$ cat src/rtl/tp_pkg.sv
package tp_pkg;
    localparam int CNT_W = 21;
    localparam int REG_W = 24;
    localparam int N_PIN = 3;
    localparam int SRC_W = $clog2(N_PIN + 1);

    typedef struct packed {
        logic [CNT_W-1:0] cnt;
        logic             en_prev;
        logic             tick;
    } cnt_state_t;

    typedef struct packed {
        logic [CNT_W-1:0] preload;
        logic [SRC_W-1:0] src;
    } cfg_state_t;
endpackage

$ cat src/rtl/tp_pin_edge.sv
module tp_pin_edge #(
    parameter int N = 3
) (
    input  logic         clk,
    input  logic         rst_n,
    input  logic [N-1:0] pin_i,
    output logic [N-1:0] rise_o
);
    for (genvar g = 0; g < N; g++) begin : g_pin
        logic [2:0] sh_d, sh_q;

        always_comb begin
            sh_d = {sh_q[1:0], pin_i[g]};
        end

        always_ff @(posedge clk or negedge rst_n) begin
            if (!rst_n) sh_q <= '0;
            else        sh_q <= sh_d;
        end

        assign rise_o[g] = sh_q[1] & ~sh_q[2];


        rise_single_chk: assert property (@(posedge clk) disable iff (!rst_n)
            rise_o[g] |=> !rise_o[g]);
    end
endmodule

$ cat src/rtl/tp_src_sel.sv
module tp_src_sel
    import tp_pkg::*;
(
    input  logic             clk,
    input  logic             rst_n,
    input  logic             en_i,
    input  logic [SRC_W-1:0] src_i,
    input  logic [N_PIN-1:0] rise_i,
    output logic             evt_o
);
    logic half_d, half_q;
    logic [N_PIN:0] cand;

    always_comb begin
        half_d = en_i ? ~half_q : 1'b0;
    end

    always_ff @(posedge clk or negedge rst_n) begin
        if (!rst_n) half_q <= 1'b0;
        else        half_q <= half_d;
    end

    assign cand  = {rise_i, half_q};
    assign evt_o = cand[src_i];


    half_alt_chk: assert property (@(posedge clk) disable iff (!rst_n)
        (en_i && half_q) |=> !half_q);
endmodule

$ cat src/rtl/tp_down_cnt.sv
module tp_down_cnt
    import tp_pkg::*;
(
    input  logic             clk,
    input  logic             rst_n,
    input  logic             en_i,
    input  logic             evt_i,
    input  logic [CNT_W-1:0] preload_i,
    output logic [CNT_W-1:0] count_o,
    output logic             tick_o
);
    cnt_state_t st_d, st_q;

    always_comb begin
        st_d         = st_q;
        st_d.tick    = 1'b0;
        st_d.en_prev = en_i;
        if (en_i && !st_q.en_prev) begin
            st_d.cnt = preload_i;
        end else if (en_i && evt_i) begin
            if (st_q.cnt == '0) begin
                st_d.cnt  = preload_i;
                st_d.tick = 1'b1;
            end else begin
                st_d.cnt = st_q.cnt - 1'b1;
            end
        end
    end

    always_ff @(posedge clk or negedge rst_n) begin
        if (!rst_n) st_q <= '0;
        else        st_q <= st_d;
    end

    assign count_o = st_q.cnt;
    assign tick_o  = st_q.tick;


    load_on_enable_chk: assert property (@(posedge clk) disable iff (!rst_n)
        (en_i && !st_q.en_prev) |=> (st_q.cnt == $past(preload_i)));

    hold_when_off_chk: assert property (@(posedge clk) disable iff (!rst_n)
        !en_i |=> (st_q.cnt == $past(st_q.cnt)) && !st_q.tick);

    tick_at_zero_chk: assert property (@(posedge clk) disable iff (!rst_n)
        st_q.tick |-> ($past(st_q.cnt) == '0) && $past(evt_i));

    tick_single_chk: assert property (@(posedge clk) disable iff (!rst_n)
        st_q.tick |=> !st_q.tick);
endmodule

$ cat src/rtl/tmr_prescaler.sv
module tmr_prescaler
    import tp_pkg::*;
(
    input  logic             clk,
    input  logic             rst_n,
    input  logic             cfg_wr,
    input  logic [CNT_W-1:0] cfg_preload,
    input  logic [SRC_W-1:0] cfg_src,
    input  logic [N_PIN-1:0] tmr_en,
    input  logic [N_PIN-1:0] ext_pin,
    output logic [REG_W-1:0] count_rd,
    output logic [REG_W-1:0] preload_rd,
    output logic             pre_tick
);
    localparam int PAD_W = REG_W - CNT_W;

    cfg_state_t       cfg_d, cfg_q;
    logic             en;
    logic [N_PIN-1:0] rise;
    logic             evt;
    logic [CNT_W-1:0] count;

    always_comb begin
        cfg_d = cfg_q;
        if (cfg_wr) begin
            cfg_d.preload = cfg_preload;
            cfg_d.src     = cfg_src;
        end
    end

    always_ff @(posedge clk or negedge rst_n) begin
        if (!rst_n) cfg_q <= '0;
        else        cfg_q <= cfg_d;
    end

    assign en = |tmr_en;

    tp_pin_edge #(.N(N_PIN)) u_edge (
        .clk    (clk),
        .rst_n  (rst_n),
        .pin_i  (ext_pin),
        .rise_o (rise)
    );

    tp_src_sel u_sel (
        .clk    (clk),
        .rst_n  (rst_n),
        .en_i   (en),
        .src_i  (cfg_q.src),
        .rise_i (rise),
        .evt_o  (evt)
    );

    tp_down_cnt u_cnt (
        .clk       (clk),
        .rst_n     (rst_n),
        .en_i      (en),
        .evt_i     (evt),
        .preload_i (cfg_q.preload),
        .count_o   (count),
        .tick_o    (pre_tick)
    );

    assign count_rd   = {{PAD_W{1'b0}}, count};
    assign preload_rd = {{PAD_W{1'b0}}, cfg_q.preload};


    cfg_store_chk: assert property (@(posedge clk) disable iff (!rst_n)
        cfg_wr |=> (preload_rd[CNT_W-1:0] == $past(cfg_preload)));
endmodule

$ cat config.mk
export PLATFORM = sky130hd
export DESIGN_NAME = tmr_prescaler
export DESIGN_NICKNAME = d
export VERILOG_FILES = /design/src/rtl/tp_pkg.sv /design/src/rtl/tp_pin_edge.sv /design/src/rtl/tp_src_sel.sv /design/src/rtl/tp_down_cnt.sv /design/src/rtl/tmr_prescaler.sv
export SDC_FILE = /design/constraint.sdc
export NUM_CORES = 1
export LEC_CHECK = 0
export ABC_AREA = 1
export BUFFER_PORTS_ARGS = -buffer_cell sky130_fd_sc_hd__buf_2
export CORE_MARGIN = 8
export CORE_UTILIZATION = 55
export DETAILED_ROUTE_END_ITERATION = 8
export HOLD_SLACK_MARGIN = 0.08
export PLACE_DENSITY = 0.93
export RECOVER_POWER = 50
export REMOVE_ABC_BUFFERS = 1
export SYNTH_ARGS = -nofsm -noshare
export SYNTH_HDL_FRONTEND = slang
export SYNTH_SLANG_ARGS = --single-unit
export TNS_END_PERCENT = 10
$ cat constraint.sdc
create_clock -name clk -period 4.2 [get_ports clk]
set_input_delay 0.63 -clock clk [delete_from_list [all_inputs] [get_ports clk]]
set_output_delay 0.63 -clock clk [all_outputs]
set_load 0.01 [all_outputs]
==> run summary, run 1 <==
Path class of the lowest-slack min-delay path -> flip-flop to flip-flop
Final WL -> 7.251 mm
Insertion delay of the later-clocked pin in the worst-skew pair -> 0.32 ns
Combined global-route utilization of all metal layers -> 0.1731
Util after Layout -> 0.5812
I/O Pins -> 81
Synthesis warning total -> 0
Fraction of registers with async set or reset after synthesis -> 1.000
Net load switching power -> 0.8561 mW
Max rail drop VDD -> 215.9 uV
Longest Clk Path Bufs -> 2
Clk pwr share -> 0.163
Fraction of the cycle the final worst path needs -> 0.5096
HPWL after detailed placement -> 5.366 mm
Count of max-cap constraint violations -> 1
Share of the yosys chip area belonging to registers -> 0.4225
Number of enable-type register cells in the synthesized netlist -> 0
Number of nets with antenna violations after detailed routing -> 0
Floorplan row count -> 28
Kind of end point of the critical path -> flip-flop
CTS tree -> done
Maximum achievable frequency -> 467.2 MHz
Placeable core region -> 5886 um2
Non-filler instance count after layout -> 538
Flop and latch count out of synthesis -> 56
Cell type with the highest aggregate area in the netlist -> sky130_fd_sc_hd__dfrtp_1
Clk root buf -> sky130_fd_sc_hd__clkbuf_8
Power share of the combinational group -> 0.418
DR iter-0 viols -> 153
Maximum net fanout on the critical path -> 25
Slew at the pin closest to its max-slew limit -> 1.638 ns
Antenna violations before repair -> 0
Kind of critical path -> primary input to flip-flop
Initial core utilization -> 0.5636
First-pass GRT wire length -> 12.39 mm
Power density relative to cell area -> 563.9 nW/um2
Critical Path Start Type -> primary input
Average detailed-routed wire length per instance -> 13.48 um
Count of final hold-check violations -> 0
Number of buffers inserted by port buffering -> 74
Hold Buf Count CTS -> 0
Failing checks -> capacitance limit, slew limit
Routed via count divided by cell count -> 5.063
Die span in y -> 93.66 um
Most instantiated flip-flop cell in the synthesis netlist -> sky130_fd_sc_hd__dfrtp_1
Number of resized instances in the post-cts repair step -> 0
Number of failing setup endpoints in the final timing report -> 0
Clock buffers created by TritonCTS -> 5
Dominant cells by area after synthesis -> sky130_fd_sc_hd__dfrtp_1 42%, sky130_fd_sc_hd__nand2_1 14%, sky130_fd_sc_hd__buf_4 11%, sky130_fd_sc_hd__nand3_1 6.6%, sky130_fd_sc_hd__inv_1 5.5%
Number of setup buffers added after CTS -> 0
Worst hold margin -> 0.3583 ns
Mapped Avg Cell Area -> 7.608 um2
Final GP Congestion -> 0.8837
Maximum number of pins on one net before global-route repair -> 47
Xor and xnor fraction of the mapped netlist area -> 0.007922
Proportion of netlist area held by the largest area contributor -> 0.4225
Switching portion of total power -> 0.4438
Total gr overflow -> 0
Simple-gate portion of the synthesized area -> 0.2950
Internal power -> 1.073 mW
Drt pass-1 iters -> 4
Post-Route Setup TNS -> 0 ns
Synth cell types -> 30
Status -> finished, violations left
Arrival time reported for the critical path endpoint -> 2.36 ns
Gate Count Post-Synth -> 436
Number of antenna diodes -> 0
Combinational family with the most area after synthesis -> simple AND/OR/NAND/NOR gates
Unrepaired setup endpoints after global routing -> no
Req. time, crit path -> 4.42 ns
Area growth from synthesis to layout -> 3.131%
Relative slew slack -> -0.09179
Die area -> 8772 um2
Via count of the first global-routing pass -> 2,731
Adder and majority cell fraction of the synthesized area -> 0.007544
Multiplexer fraction of the synthesized cell area -> 0
Final critical delay including setup and external delays -> 2.140 ns
DRC violations left -> 0
Net count of the finished layout -> 496
Setup clock skew after layout -> 0.006665 ns
Fraction of layout instances using a drive strength above 1 -> 0.2117
Sinks on the clock net -> 56
Standby leakage power -> 1.858 nW
Min-Delay Path Depth -> 0
Synthesized-area fraction occupied by ao, oa, aoi and oai cells -> 0.06488
Worst Reg2Reg Path Length in Cells -> 10
Sequential fraction of design power -> 0.419
Final number of max-transition violations -> 47
Post-synth design cell area -> 3317 um2
Die X-Extent -> 93.66 um
Number of H-tree levels -> 2
Total number of vias -> 2,724
Total instance count after detailed placement -> 530
Clock transition time at the flip-flop clock pins of the worst setup and hold paths -> 0.11 ns
-- cell usage in the layout, fill, tap and decap left out, drive strengths merged --
| cell | Yosys | final |
|---|---|---|
| xnor2 | 1 | 1 |
| nor3 | 1 | 1 |
| nor3b | 1 | 1 |
| xor2 | 2 | 2 |
| nand4 | 5 | 5 |
| a21oi | 5 | 5 |
| clkbuf | 5 | 7 |
| ha | 2 | 2 |
| nor2 | 38 | 38 |
| nand3b | 1 | 1 |
| buf | 56 | 73 |
| clkinv | 0 | 1 |
| conb | 1 | 6 |
| nand2 | 130 | 130 |
| or2 | 1 | 1 |
| dfrtp | 56 | 56 |
| nand3 | 45 | 45 |
| a21o | 1 | 1 |
| inv | 50 | 52 |
| o21ai | 35 | 35 |
-- cells in the mapped netlist (2+ instances only) --
cell	count
sky130_fd_sc_hd__buf_2	2
sky130_fd_sc_hd__buf_6	2
sky130_fd_sc_hd__nor2_4	3
sky130_fd_sc_hd__nor2_2	4
sky130_fd_sc_hd__clkbuf_1	5
sky130_fd_sc_hd__o21ai_0	29
sky130_fd_sc_hd__nand4_1	5
sky130_fd_sc_hd__buf_12	3
sky130_fd_sc_hd__o21ai_2	2
sky130_fd_sc_hd__ha_1	2
sky130_fd_sc_hd__buf_4	49
sky130_fd_sc_hd__nand2_1	124
sky130_fd_sc_hd__o21ai_1	4
sky130_fd_sc_hd__nand3_1	44
sky130_fd_sc_hd__a21oi_1	5
sky130_fd_sc_hd__nand2_2	5
sky130_fd_sc_hd__xor2_1	2
sky130_fd_sc_hd__nor2_1	31
sky130_fd_sc_hd__dfrtp_1	56
sky130_fd_sc_hd__inv_1	49
-- sequential cells by signal (all words and copies together), names as in the netlist --
| signal | flops |
|---|---|
| u_sel.half_q | 1 |
| cfg_q | 2 |
| u_cnt.count_o | 21 |
| u_cnt.tick_o | 1 |
| u_edge.g_pin.sh_q | 9 |
| preload_rd | 21 |
| u_cnt.st_q | 1 |
-- layer usage --
layer / up-vias / track usage / share of wire
met5: - / 0 / 0
met4: 0 / 0.07001 / 0.025
met3: 13 / 0.04716 / 0.076
met2: 88 / 0.2908 / 0.48
met1: 1270 / 0.2047 / 0.42
li1: 1353 / - / -
-- final timing paths --
check                                         from                      end  slack [ns]
hold / removal             u_edge.g_pin[1].sh_q[0]  u_edge.g_pin[1].sh_q[1]        0.36
min in group asynchronous                    rst_n  u_edge.g_pin[1].sh_q[1]        0.49
setup / recovery                         tmr_en[1]         u_cnt.count_o[4]        2.06
setup reg to reg                  u_cnt.count_o[0]        u_cnt.count_o[12]        2.20
hold reg to reg            u_edge.g_pin[1].sh_q[0]  u_edge.g_pin[1].sh_q[1]        0.36
max in group asynchronous                    rst_n        u_cnt.count_o[12]        2.66
-- power groups by stage --
stage	Combinational, mW	Sequential, mW	Clock [mW]
global route	0.926	0.829	0.342
floorplan	0.480	0.845	0
detailed placement	0.798	0.813	0
CTS	0.810	0.803	0.321
finish	0.807	0.807	0.315
global placement	0.779	0.809	0
-- logic make-up after synthesis --
kind of cell / Yosys count
and+or+nand+nor: 222
buffers and inverters: 111
DFF: 56
AOI/OAI and AO/OA: 41
xor gates and xnor gates: 3
adders and majority gates: 2
other: 1
-- worst max-delay path, stage by stage --
cell and delay, ns:
sky130_fd_sc_hd__buf_2 0.10, sky130_fd_sc_hd__nor2_1 0.09, sky130_fd_sc_hd__nand2_1 0.08, sky130_fd_sc_hd__inv_1 0.08, sky130_fd_sc_hd__or2_1 0.35, sky130_fd_sc_hd__nand2_2 0.41, sky130_fd_sc_hd__inv_2 0.38, sky130_fd_sc_hd__a21oi_1 0.08
sky130_fd_sc_hd__nand2_1 0.08, sky130_fd_sc_hd__nand2_1 0.05
-- final cells by class --
type,instances,area (um2)
Inverter,50,187.7
Clock inverter,3,26.28
Multi-Input combinational cell,274,1267
Timing Repair Buffer,75,375.4
Tap cell,75,93.84
Clock buffer,5,68.82
Sequential cell,56,1401
Fill cell,566,2465
-- per-stage QoR --
| stage | area, um2 | total power, mW | setup WS (ns) |
|---|---|---|---|
| 2_1_floorplan | 2856 | 1.325 | 2.283 |
| 3_3_place_gp | 3328 | 1.588 | 1.934 |
| 3_5_place_dp | 3328 | 1.612 | 1.798 |
| 4_1_cts | 3423 | 1.934 | 2.120 |
| 5_1_grt | 3421 | 2.098 | 1.845 |
| 6_report | 3421 | 1.929 | 2.060 |
Note: power is estimated with default switching activity, not from simulation.
==> run 2: changes to the inputs <==
--- a/config.mk
+++ b/config.mk
@@ -8,10 +8,10 @@
 export ABC_AREA = 1
 export BUFFER_PORTS_ARGS = -buffer_cell sky130_fd_sc_hd__buf_2
 export CORE_MARGIN = 8
-export CORE_UTILIZATION = 55
+export CORE_UTILIZATION = 54
 export DETAILED_ROUTE_END_ITERATION = 8
 export HOLD_SLACK_MARGIN = 0.08
-export PLACE_DENSITY = 0.93
+export PLACE_DENSITY = 0.92
 export RECOVER_POWER = 50
 export REMOVE_ABC_BUFFERS = 1
 export SYNTH_ARGS = -nofsm -noshare
==> constraint.sdc (replaced) <==
create_clock -name clk -period 2.15 [get_ports clk]
set_input_delay 0.3225 -clock clk [delete_from_list [all_inputs] [get_ports clk]]
set_output_delay 0.3225 -clock clk [all_outputs]
set_load 0.01 [all_outputs]
==> run 2 against run 1 <==
Net effect: the run still ends with capacitance limit, slew limit left; clock-buffer cell count is the same; hold slack lost 0.25 ns; largest cell class unchanged; sequential cell count is the same; final cell count grew 0.93%; highest routed layer unchanged; global-route usage shrank 0.27 points; clock power grew 88%; first-iteration DRC count shrank 3.3%; via count grew 0.99%; critical endpoint is now u_cnt.count_o[9]; final area grew 0.69%.
==> run summary, run 2 (synthesis gave the netlist of run 1 again) <==
Fraction of the cycle the final worst path needs -> 0.8731
Failing checks -> capacitance limit, slew limit
Antenna violations before repair -> 0
Final number of max-transition violations -> 47
Max rail drop VDD -> 524.3 uV
DR iter-0 viols -> 148
Average detailed-routed wire length per instance -> 13.38 um
Unrepaired setup endpoints after global routing -> no
Slack of the worst reg-to-reg path -> 0.27 ns
Commonest cells after routing, fill and taps aside -> 124 x sky130_fd_sc_hd__nand2_1, 64 x sky130_fd_sc_hd__buf_2, 56 x sky130_fd_sc_hd__dfrtp_1, 49 x sky130_fd_sc_hd__inv_1, 44 x sky130_fd_sc_hd__nand3_1
Count of final hold-check violations -> 0
Critical Path Start Type -> flip-flop
Insertion delay of the later-clocked pin in the worst-skew pair -> 0.32 ns
Post-Route Setup TNS -> 0 ns
Final WL -> 7.266 mm
CTS tree -> done
Kind of end point of the critical path -> flip-flop
Die span in y -> 94.38 um
Maximum number of pins on one net before global-route repair -> 47
Worst setup slack after layout -> 0.2727 ns
Power density relative to cell area -> 1088 nW/um2
Area growth from synthesis to layout -> 3.848%
Sinks on the clock net -> 56
Maximum achievable frequency -> 532.7 MHz
Kind of critical path -> flip-flop to flip-flop
Final GP Congestion -> 0.9020
Place WS -> 0.2292 ns
Relative slew slack -> -0.1218
Fraction of layout instances using a drive strength above 1 -> 0.2009
Total gr overflow -> 0
Count of max-cap constraint violations -> 1
Fillers -> 562
Final critical delay including setup and external delays -> 1.877 ns
Req. time, crit path -> 2.41 ns
Die area -> 8907 um2
Standby leakage power -> 1.855 nW
Clock buffers created by TritonCTS -> 5
Number of buffers inserted by port buffering -> 74
Slew at the pin closest to its max-slew limit -> 1.683 ns
Total placed instance area -> 3358 um2
Longest Clk Path Bufs -> 2
Combined global-route utilization of all metal layers -> 0.1704
Clock transition time at the flip-flop clock pins of the worst setup and hold paths -> 0.11 ns
Die X-Extent -> 94.38 um
Via count of the first global-routing pass -> 2,721
Number of setup buffers added after CTS -> 0
Final design area excluding fillers -> 3445 um2
First-pass GRT wire length -> 12.33 mm
Routed via count divided by cell count -> 5.066
Maximum net fanout on the critical path -> 20
Status -> finished, violations left
I/O Pins -> 81
Most common cell after layout, fill and taps aside -> sky130_fd_sc_hd__nand2_1
Number of resized instances in the post-cts repair step -> 0
Net count of the finished layout -> 501
Path class of the lowest-slack min-delay path -> primary input to flip-flop
Arrival time reported for the critical path endpoint -> 2.13 ns
Hold Buf Count CTS -> 1
Floorplan row count -> 28
Drt pass-1 iters -> 5
Clk root buf -> sky130_fd_sc_hd__clkbuf_8
Number of failing setup endpoints in the final timing report -> 0
Number of nets with antenna violations after detailed routing -> 0
Placeable core region -> 5921 um2
HPWL after detailed placement -> 5.485 mm
Number of antenna diodes -> 0
DRC violations left -> 0
Initial core utilization -> 0.5602
Total number of vias -> 2,751
Setup clock skew after layout -> 0.009153 ns
Number of H-tree levels -> 2
[run 2: cell count changes in the layout (fill, tap and decap cells not counted), sizes merged]
cell         delta
dlygate4sd3     +1
clkinv          +1
clkbuf          +9
inv             -1
buf             -5
[run 2: per-layer routing]
metal  routed length, um  GRT usage
met4                 154    0.07266
met3                 551    0.03889
met1                3022     0.2034
met5                   0          0
met2                3538     0.2879
[run 2: worst max-delay path: stages, from the launching register on]
cell	delay [ns]
sky130_fd_sc_hd__dfrtp_1	0.41
sky130_fd_sc_hd__inv_1	0.13
sky130_fd_sc_hd__ha_1	0.16
sky130_fd_sc_hd__nand2_1	0.05
sky130_fd_sc_hd__nor2_1	0.17
sky130_fd_sc_hd__nand3_4	0.16
sky130_fd_sc_hd__nand2_4	0.22
sky130_fd_sc_hd__inv_1	0.23
sky130_fd_sc_hd__nand2_1	0.13
sky130_fd_sc_hd__nand3_1	0.07
sky130_fd_sc_hd__nand2_1	0.06
[run 2: stage by stage]
stage,power [mW],utilization,hold WS (ns),cells
floorplan,2.588,-,0.02691,380
global placement,3.125,0.5672,0.2674,534
detailed placement,3.174,0.5672,0.2789,534
CTS,3.770,0.5843,0.1006,543
global route,4.071,0.5818,0.08871,543
finish,3.749,0.5818,0.1046,543
[run 2: path summary, 6_finish.rpt]
path / start / endpoint / depth (start not counted)
min: ext_pin[1] / u_edge.g_pin[1].sh_q[0] / 1
max in group asynchronous: rst_n / preload_rd[16] / 3
max reg2reg: u_cnt.count_o[0] / u_cnt.count_o[9] / 10
min reg2reg: u_edge.g_pin[2].sh_q[0] / u_edge.g_pin[2].sh_q[1] / 0
min in group asynchronous: rst_n / cfg_q[0] / 2
max: u_cnt.count_o[0] / u_cnt.count_o[9] / 10
[run 2: area by class of cell]
| class | count | area (um2) | share of cell area |
|---|---|---|---|
| multi-input combinational | 274 | 1267 | 0.3680 |
| clock inverter | 3 | 22.52 | 0.006538 |
| clock buffer | 5 | 68.82 | 0.01998 |
| inverter | 50 | 187.7 | 0.05449 |
| timing repair buffer | 80 | 402.9 | 0.1170 |
| sequential | 56 | 1401 | 0.4068 |
| tap | 75 | 93.84 | 0.02724 |
[run 2: power breakdown]
part           switching (mW)  internal (mW)
combinational           0.995          0.576
sequential              0.296           1.29
clock                   0.357          0.234
